<file path="config.mk">
export PLATFORM = sky130hd
export DESIGN_NAME = gated_shift_reg
export DESIGN_NICKNAME = d
export VERILOG_FILES = /design/src/rtl/psr_pkg.sv /design/src/rtl/psr_sync.sv /design/src/rtl/psr_ctrl.sv /design/src/rtl/psr_datapath.sv /design/src/rtl/gated_shift_reg.sv
export SDC_FILE = /design/constraint.sdc
export NUM_CORES = 1
export LEC_CHECK = 0
export BUFFER_PORTS_ARGS = -buffer_cell sky130_fd_sc_hd__buf_4
export CORE_ASPECT_RATIO = 0.75
export CORE_UTILIZATION = 50
export DETAILED_ROUTE_END_ITERATION = 7
export PLACE_DENSITY = 0.71
export SKIP_LAST_GASP = 1
export SLEW_MARGIN = 20
export SYNTH_ARGS = -nofsm -noshare
export SYNTH_HDL_FRONTEND = slang
export SYNTH_SLANG_ARGS = --single-unit
</file>
<file path="constraint.sdc">
create_clock -name clk -period 3 [get_ports clk]
set_input_delay 0 -clock clk [delete_from_list [all_inputs] [get_ports clk]]
set_output_delay 0 -clock clk [all_outputs]
set_load 0.02 [all_outputs]
</file>
<file path="src/rtl/psr_pkg.sv">
package psr_pkg;

  // Strobes from the control unit to the datapath, valid for one system cycle.
  typedef struct packed {
    logic loadEn;   // level load of the parallel word
    logic shiftEn;  // one-stage move toward the serial end
    logic serBit;   // synchronized serial input bit
  } psrStrobe_t;

endpackage

</file>
<file path="src/rtl/psr_sync.sv">
module psr_sync #(
  parameter int WIDTH = 1,
  parameter int STAGES = 2,
  parameter logic [WIDTH-1:0] RESET_VAL = '0
) (
  input  logic             clk,
  input  logic             rst,
  input  logic [WIDTH-1:0] din,
  output logic [WIDTH-1:0] dout
);

  logic [WIDTH-1:0] pipe [STAGES];

  for (genvar s = 0; s < STAGES; s++) begin : g_flop
    always_ff @(posedge clk) begin
      if (rst) begin
        pipe[s] <= RESET_VAL;
      end else if (s == 0) begin
        pipe[s] <= din;
      end else begin
        pipe[s] <= pipe[(s == 0) ? 0 : s-1];
      end
    end
  end

  assign dout = pipe[STAGES-1];

endmodule

</file>
<file path="src/rtl/psr_ctrl.sv">
module psr_ctrl
  import psr_pkg::*;
(
  input  logic       clk,
  input  logic       rst,
  input  logic       clkSync,
  input  logic       gateSync,
  input  logic       loadNSync,
  input  logic       serSync,
  output psrStrobe_t strobe
);

  logic effClk;
  logic effPrev;

  // Either clock input can produce the clocking edge.
  assign effClk = clkSync | gateSync;

  // The edge memory keeps tracking during a load, so an edge seen then is consumed.
  always_ff @(posedge clk) begin
    if (rst) effPrev <= 1'b0;
    else     effPrev <= effClk;
  end

  always_comb begin
    strobe.loadEn  = ~loadNSync;
    strobe.shiftEn = loadNSync & effClk & ~effPrev;
    strobe.serBit  = serSync;
  end

  // one clocking edge gives at most one shift.
  assert_single_shift_R6: assert property (@(posedge clk) disable iff (rst)
    strobe.shiftEn |=> !strobe.shiftEn);

  // a clock input held high blocks edges on the other.
  assert_clk_high_blocks_R6: assert property (@(posedge clk) disable iff (rst)
    (clkSync && $past(clkSync)) |-> !strobe.shiftEn);

  assert_gate_high_blocks_R6: assert property (@(posedge clk) disable iff (rst)
    (gateSync && $past(gateSync)) |-> !strobe.shiftEn);

endmodule

</file>
<file path="src/rtl/psr_datapath.sv">
module psr_datapath
  import psr_pkg::*;
#(
  parameter int WIDTH = 8
) (
  input  logic             clk,
  input  logic             rst,
  input  psrStrobe_t       strobe,
  input  logic [WIDTH-1:0] parData,
  output logic             qOut,
  output logic             qOutN
);

  localparam int LAST = WIDTH - 1;

  logic [WIDTH-1:0] stages;
  logic [WIDTH-1:0] nextStages;
  logic             lastN;

  for (genvar i = 0; i < WIDTH; i++) begin : g_stage
    logic shiftSrc;
    if (i == 0) begin : g_head
      assign shiftSrc = strobe.serBit;
    end else begin : g_body
      assign shiftSrc = stages[i-1];
    end
    // Load has priority over shift; otherwise the stage holds.
    assign nextStages[i] = strobe.loadEn  ? parData[i] :
                           strobe.shiftEn ? shiftSrc   : stages[i];
  end

  always_ff @(posedge clk) begin
    if (rst) begin
      stages <= '0;
      lastN  <= 1'b1;
    end else begin
      stages <= nextStages;
      lastN  <= ~nextStages[LAST];
    end
  end

  assign qOut  = stages[LAST];
  assign qOutN = lastN;

  assert_reset_clear_R1: assert property (@(posedge clk)
    rst |=> (stages == '0 && qOutN));

  assert_load_R2: assert property (@(posedge clk) disable iff (rst)
    strobe.loadEn |=> stages == $past(parData));

  assert_shift_R4: assert property (@(posedge clk) disable iff (rst)
    (strobe.shiftEn && !strobe.loadEn) |=>
      stages == {$past(stages[LAST-1:0]), $past(strobe.serBit)});

  assert_hold_R7: assert property (@(posedge clk) disable iff (rst)
    (!strobe.loadEn && !strobe.shiftEn) |=> $stable(stages));

  assert_complement_R8: assert property (@(posedge clk)
    !rst |-> (qOutN == ~qOut));

endmodule

</file>
<file path="src/rtl/gated_shift_reg.sv">
module gated_shift_reg
  import psr_pkg::*;
#(
  parameter int WIDTH = 8,
  parameter int SYNC_STAGES = 2
) (
  input  logic             clk,
  input  logic             rst,
  input  logic             clkIn,
  input  logic             clkGate,
  input  logic             loadN,
  input  logic             serIn,
  input  logic [WIDTH-1:0] parIn,
  output logic             qOut,
  output logic             qOutN
);

  // Bundle layout: {clkIn, clkGate, loadN, serIn, parIn}
  localparam int SYNC_W  = WIDTH + 4;
  localparam int LOADN_B = WIDTH + 1;
  localparam logic [SYNC_W-1:0] SYNC_RST = SYNC_W'(1) << LOADN_B;

  logic [SYNC_W-1:0] pinRaw;
  logic [SYNC_W-1:0] pinSync;
  psrStrobe_t        strobe;

  assign pinRaw = {clkIn, clkGate, loadN, serIn, parIn};

  psr_sync #(
    .WIDTH(SYNC_W),
    .STAGES(SYNC_STAGES),
    .RESET_VAL(SYNC_RST)
  ) u_sync (
    .clk(clk),
    .rst(rst),
    .din(pinRaw),
    .dout(pinSync)
  );

  psr_ctrl u_ctrl (
    .clk(clk),
    .rst(rst),
    .clkSync(pinSync[WIDTH+3]),
    .gateSync(pinSync[WIDTH+2]),
    .loadNSync(pinSync[LOADN_B]),
    .serSync(pinSync[WIDTH]),
    .strobe(strobe)
  );

  psr_datapath #(.WIDTH(WIDTH)) u_dp (
    .clk(clk),
    .rst(rst),
    .strobe(strobe),
    .parData(pinSync[WIDTH-1:0]),
    .qOut(qOut),
    .qOutN(qOutN)
  );

endmodule

</file>
After elaboration in Yosys (flattened, before gate mapping). Memories as Yosys holds them, arrays and structs flattened. Cells that the tools add are included. W data, S select, Z words.

Mux-type cells: 21. Equal/unequal tests: 1. Divide/modulo/power cells: 0. Add/sub/neg operators: 0. Reductions and logical operators: 0. $lt $le $gt $ge: 0. Multipliers: 0. Shift-type cells: 0. Bitwise gates (word level): 7.

Operator list (count): $mux W12 (2); $mux W1 (19); $or A1 B1 Y1 (3); $and A1 B1 Y1 (2); $ne A2 B1 Y1 const B (1); $not A1 Y1 (2).

Register bits: 10. ROM bits: 0. Output and inout bits: 2. RAM bits: 24. Latch bits: 0. Memories: 1.

Memory list: u_sync.pipe (depth 2, bits a word 12, read ports 2, clocked after memory_dff 0, write ports 2, line psr_sync.sv:12) `logic [WIDTH-1:0] pipe [STAGES];`.

Longest topological paths before layout.
Depth in word-level cells: 6. Depth in mapped cells: 5.

Hierarchy. A second synthesis with hierarchy kept.

Cells, all modules: 95. Area total of the unflattened synthesis: 1112.3 um2.

Modules (own cells, without submodules): psr_sync (cells each 50, area each 650.6 um2, instances 1); psr_datapath (cells each 39, area each 412.9 um2, instances 1); psr_ctrl (cells each 6, area each 48.8 um2, instances 1).

Worst setup path after synthesis. No wires, ideal clock.

Path kind: register to register. Start point: memory u_sync.pipe[1][9] (netlist name). End point: register u_dp.stages[0]. Setup time: 0.103 ns. Cell stages (with the launch flop): 6. Arrival time: 1.179 ns. Path buffers: 2. Setup slack: 1.718 ns. Required time: 2.897 ns. Path through: dfxtp_1 -> nand2b_1 -> buf_6 -> or2_1 -> buf_6 -> a2111oi_2.

RTL lines: from (decl) (line psr_sync.sv:12); to (signal assigned) (line psr_datapath.sv:37) `stages <= nextStages;`; to (decl) (line psr_datapath.sv:16) `logic [WIDTH-1:0] stages;`.

==> reports/results.ini <==
[sta]
fin_setup_tns_ns = 0
slew_violations = 0
worstMarginPinSlew_ns = 0.707
fin_crit_ns = 1.81
clock.fmax_mhz = 551
clock_skew_ns = 0.00175
hold_violations = 0
rsz0062_at_grt = no
setup_viol = 0
maxSlewHeadroom = 0.527
final.period_utilization = 0.605

[floorplan]
std_cell_rows = 14
initial_core_util = 0.547
num_io_pins = 16
dieHeight_microns = 43.4
dieWidth_microns = 57.1
core-area_sq_um = 2080
die-area_sq_um = 2480

[worst_setup_path]
crit_family = simple AND/OR/NAND/NOR gates
crit_path_end_kind = flip-flop
crit_required_ns = 3.22
worst-setup-path-type = flip-flop to flip-flop
crit_slowest_cell = dfxtp_1
crit_buf_inv = 0
arrival_ns = 2.04
critPathLaunchType = flip-flop
crit_path_max_incr_delay_ns = 0.64
crit_fanout = 17
path_cells = nand2b_1 > or2_1 > a2111oi_2

[global_route]
grt_pass1_vias = 664
grt_overflow = 0
grt_first_pass_wirelength_microns = 2790
grt_use_total = 0.163
antenna_found_initial = 0
grt_max_degree = 35

[clock_network]
postCtsSetupBuffers = 0
insertion_delay_ns = 0.32
ctsHtreeMaxLevel = 2
clkTransAtPathRegs_ns = 0.10
cts_tree = done
root_buffer = clkbuf_4
cts_buffer_depth = 2
clock_sinks = 34
cts_made_buffers = 5

[finish]
diodes = 0
design_area_sq_um = 1420
syn_to_final_growth_pct = 24.7
finalNetCount = 143
drive_gt1_frac = 0.238

[synth]
avgSynthCellArea_sq_um = 11.2
synth.distinct_cells = 14
yosysSeqAreaShare = 0.597
synthesis.nets = 116
syn_area_sq_um = 1140
yosysWarnings = 0
ys_ff_latch = 34
netlist_instances = 102

[power_and_ir_drop]
seqPwrFrac = 0.590
p_comb_frac = 0.100
switching_share = 0.226
powerDensity_nw_per_um2 = 579
vdd_drop_max_v = 0.000374
intPower_w = 0.000637
power_leakage_nw = 0.556
power_w = 0.000823
p_clk_frac = 0.309
p_sw_w = 0.000186

[placed_design]
dpl_cell_area_sq_um = 1240
gp_congestion = 0.752
io_buffers = 15

[routing]
via_count = 738
drt_iter0_drc = 12
drt_wl_total_microns = 1690
ant_nets = 0
dr.pass1.iters = 3
wl_per_cell_microns = 11.0
via_per_inst = 4.79
drc = 0

[worst_hold_path]
hp-class = input pin to flip-flop

[run_status]
status = completed

[flow_run]
maxCapViolations = 0

==> cell usage in the layout (no fill, tap or decap) <==
| master | synthesis | final |
|---|---|---|
| dfxtp_1 | 34 | 34 |
| dlygate4sd3_1 | 0 | 12 |
| or2_1 | 1 | 1 |
| clkbuf_4 | 0 | 5 |
| clkinv_2 | 0 | 1 |
| a31o_1 | 1 | 1 |
| clkbuf_1 | 5 | 1 |
| nor2b_1 | 29 | 29 |
| a31oi_1 | 1 | 1 |
| or2_2 | 2 | 2 |
| o211ai_1 | 1 | 1 |
| nor3_1 | 7 | 7 |
| or3b_1 | 1 | 1 |
| clkbuf_8 | 0 | 1 |
| nor2_1 | 9 | 9 |
| buf_4 | 0 | 15 |
| nand2b_1 | 2 | 2 |
| a2111oi_2 | 7 | 7 |
==> synthesized netlist by cell type <==
cell	count	area share
a31o_1	1	0.0077
nand2b_1	2	0.011
clkbuf_1	5	0.016
dfxtp_1	34	0.60
or3b_1	1	0.0077
a31oi_1	1	0.0055
o211ai_1	1	0.0066
nor2b_1	29	0.16
a2111oi_2	7	0.092
nor3_1	7	0.031
buf_6	2	0.020
or2_2	2	0.011
nor2_1	9	0.030
or2_1	1	0.0055
==> logic make-up after synthesis <==
group           count (synthesis)  synth area share
compound gates                 10             0.112
flops                          34             0.597
buf+inv                         7            0.0362
simple gates                   51             0.255
==> worst reg2reg max path: cells and delay by family (launching register included) <==
family / cells / cell delay (ns)
and+or+nand+nor: 2 / 0.74
DFF: 1 / 0.64
AOI/OAI and AO/OA: 1 / 0.34
==> through the flow <==
step | hold slack (ns) | setup WS, ns | util | std cells
finish | 0.0734 | 1.19 | 0.682 | 154
global route | 0.0604 | 1.00 | 0.682 | 154
CTS | 0.0556 | 1.18 | 0.682 | 154
detailed placement | 0.189 | 1.22 | 0.595 | 134
global placement | 0.185 | 1.31 | 0.595 | 134
floorplan | 0.0689 | 1.72 | - | 102
==> cell type report <==
type / instances / area [sq um]
clock buffer: 7 / 55.1
timing repair buffer: 27 / 233
tap: 24 / 30.0
sequential: 34 / 681
multi-input combinational: 61 / 418
fill: 154 / 663
clock inverter: 1 / 5.00
==> final timing paths <==
check | startpoint | endpoint | slack, ns | depth (start not counted)
worst max-delay path | u_sync.pipe[1][9]$_SDFF_PP1_ | u_dp.stages[5]$_SDFFE_PP0P_ | 1.19 | 3
worst min register to register | u_sync.pipe[0][9]$_SDFF_PP1_ | u_sync.pipe[1][9]$_SDFF_PP1_ | 0.42 | 1
worst max register to register | u_sync.pipe[1][9]$_SDFF_PP1_ | u_dp.stages[5]$_SDFFE_PP0P_ | 1.19 | 3
worst min-delay path | rst | u_sync.pipe[1][5]$_SDFF_PP0_ | 0.07 | 2
==> what timing repair did <==
item	in CTS	in global routing
hold endpoints to repair	12	0
setup endpoints to repair	0	0
resized for setup	0	0
hold buffers	12	0
==> registers in the layout, indices dropped and copies added (netlist names), named ones only <==
name,flops
u_ctrl.effPrev,1
u_dp.qOutN,1
u_dp.stages,7
u_sync.pipe,24
==> power by group through the flow <==
stage,registers (W),logic [W],clock network (W)
2_1_floorplan,0.000494,0.0000540,0
3_3_place_gp,0.000496,0.0000676,0
3_5_place_dp,0.000496,0.0000705,0
4_1_cts,0.000486,0.0000829,0.000265
5_1_grt,0.000489,0.0000903,0.000287
6_report,0.000486,0.0000827,0.000254
==> per-layer routing <==
layer / part of all wire / up-vias / wire [microns] / global-route usage
li1: - / 390 / - / -
met1: 0.49 / 328 / 823 / 0.181
met2: 0.44 / 16 / 748 / 0.242
met3: 0.049 / 4 / 82 / 0.0896
met4: 0.020 / 0 / 33 / 0.112
met5: 0 / - / 0 / 0
Power figures use the tool's default switching activity.
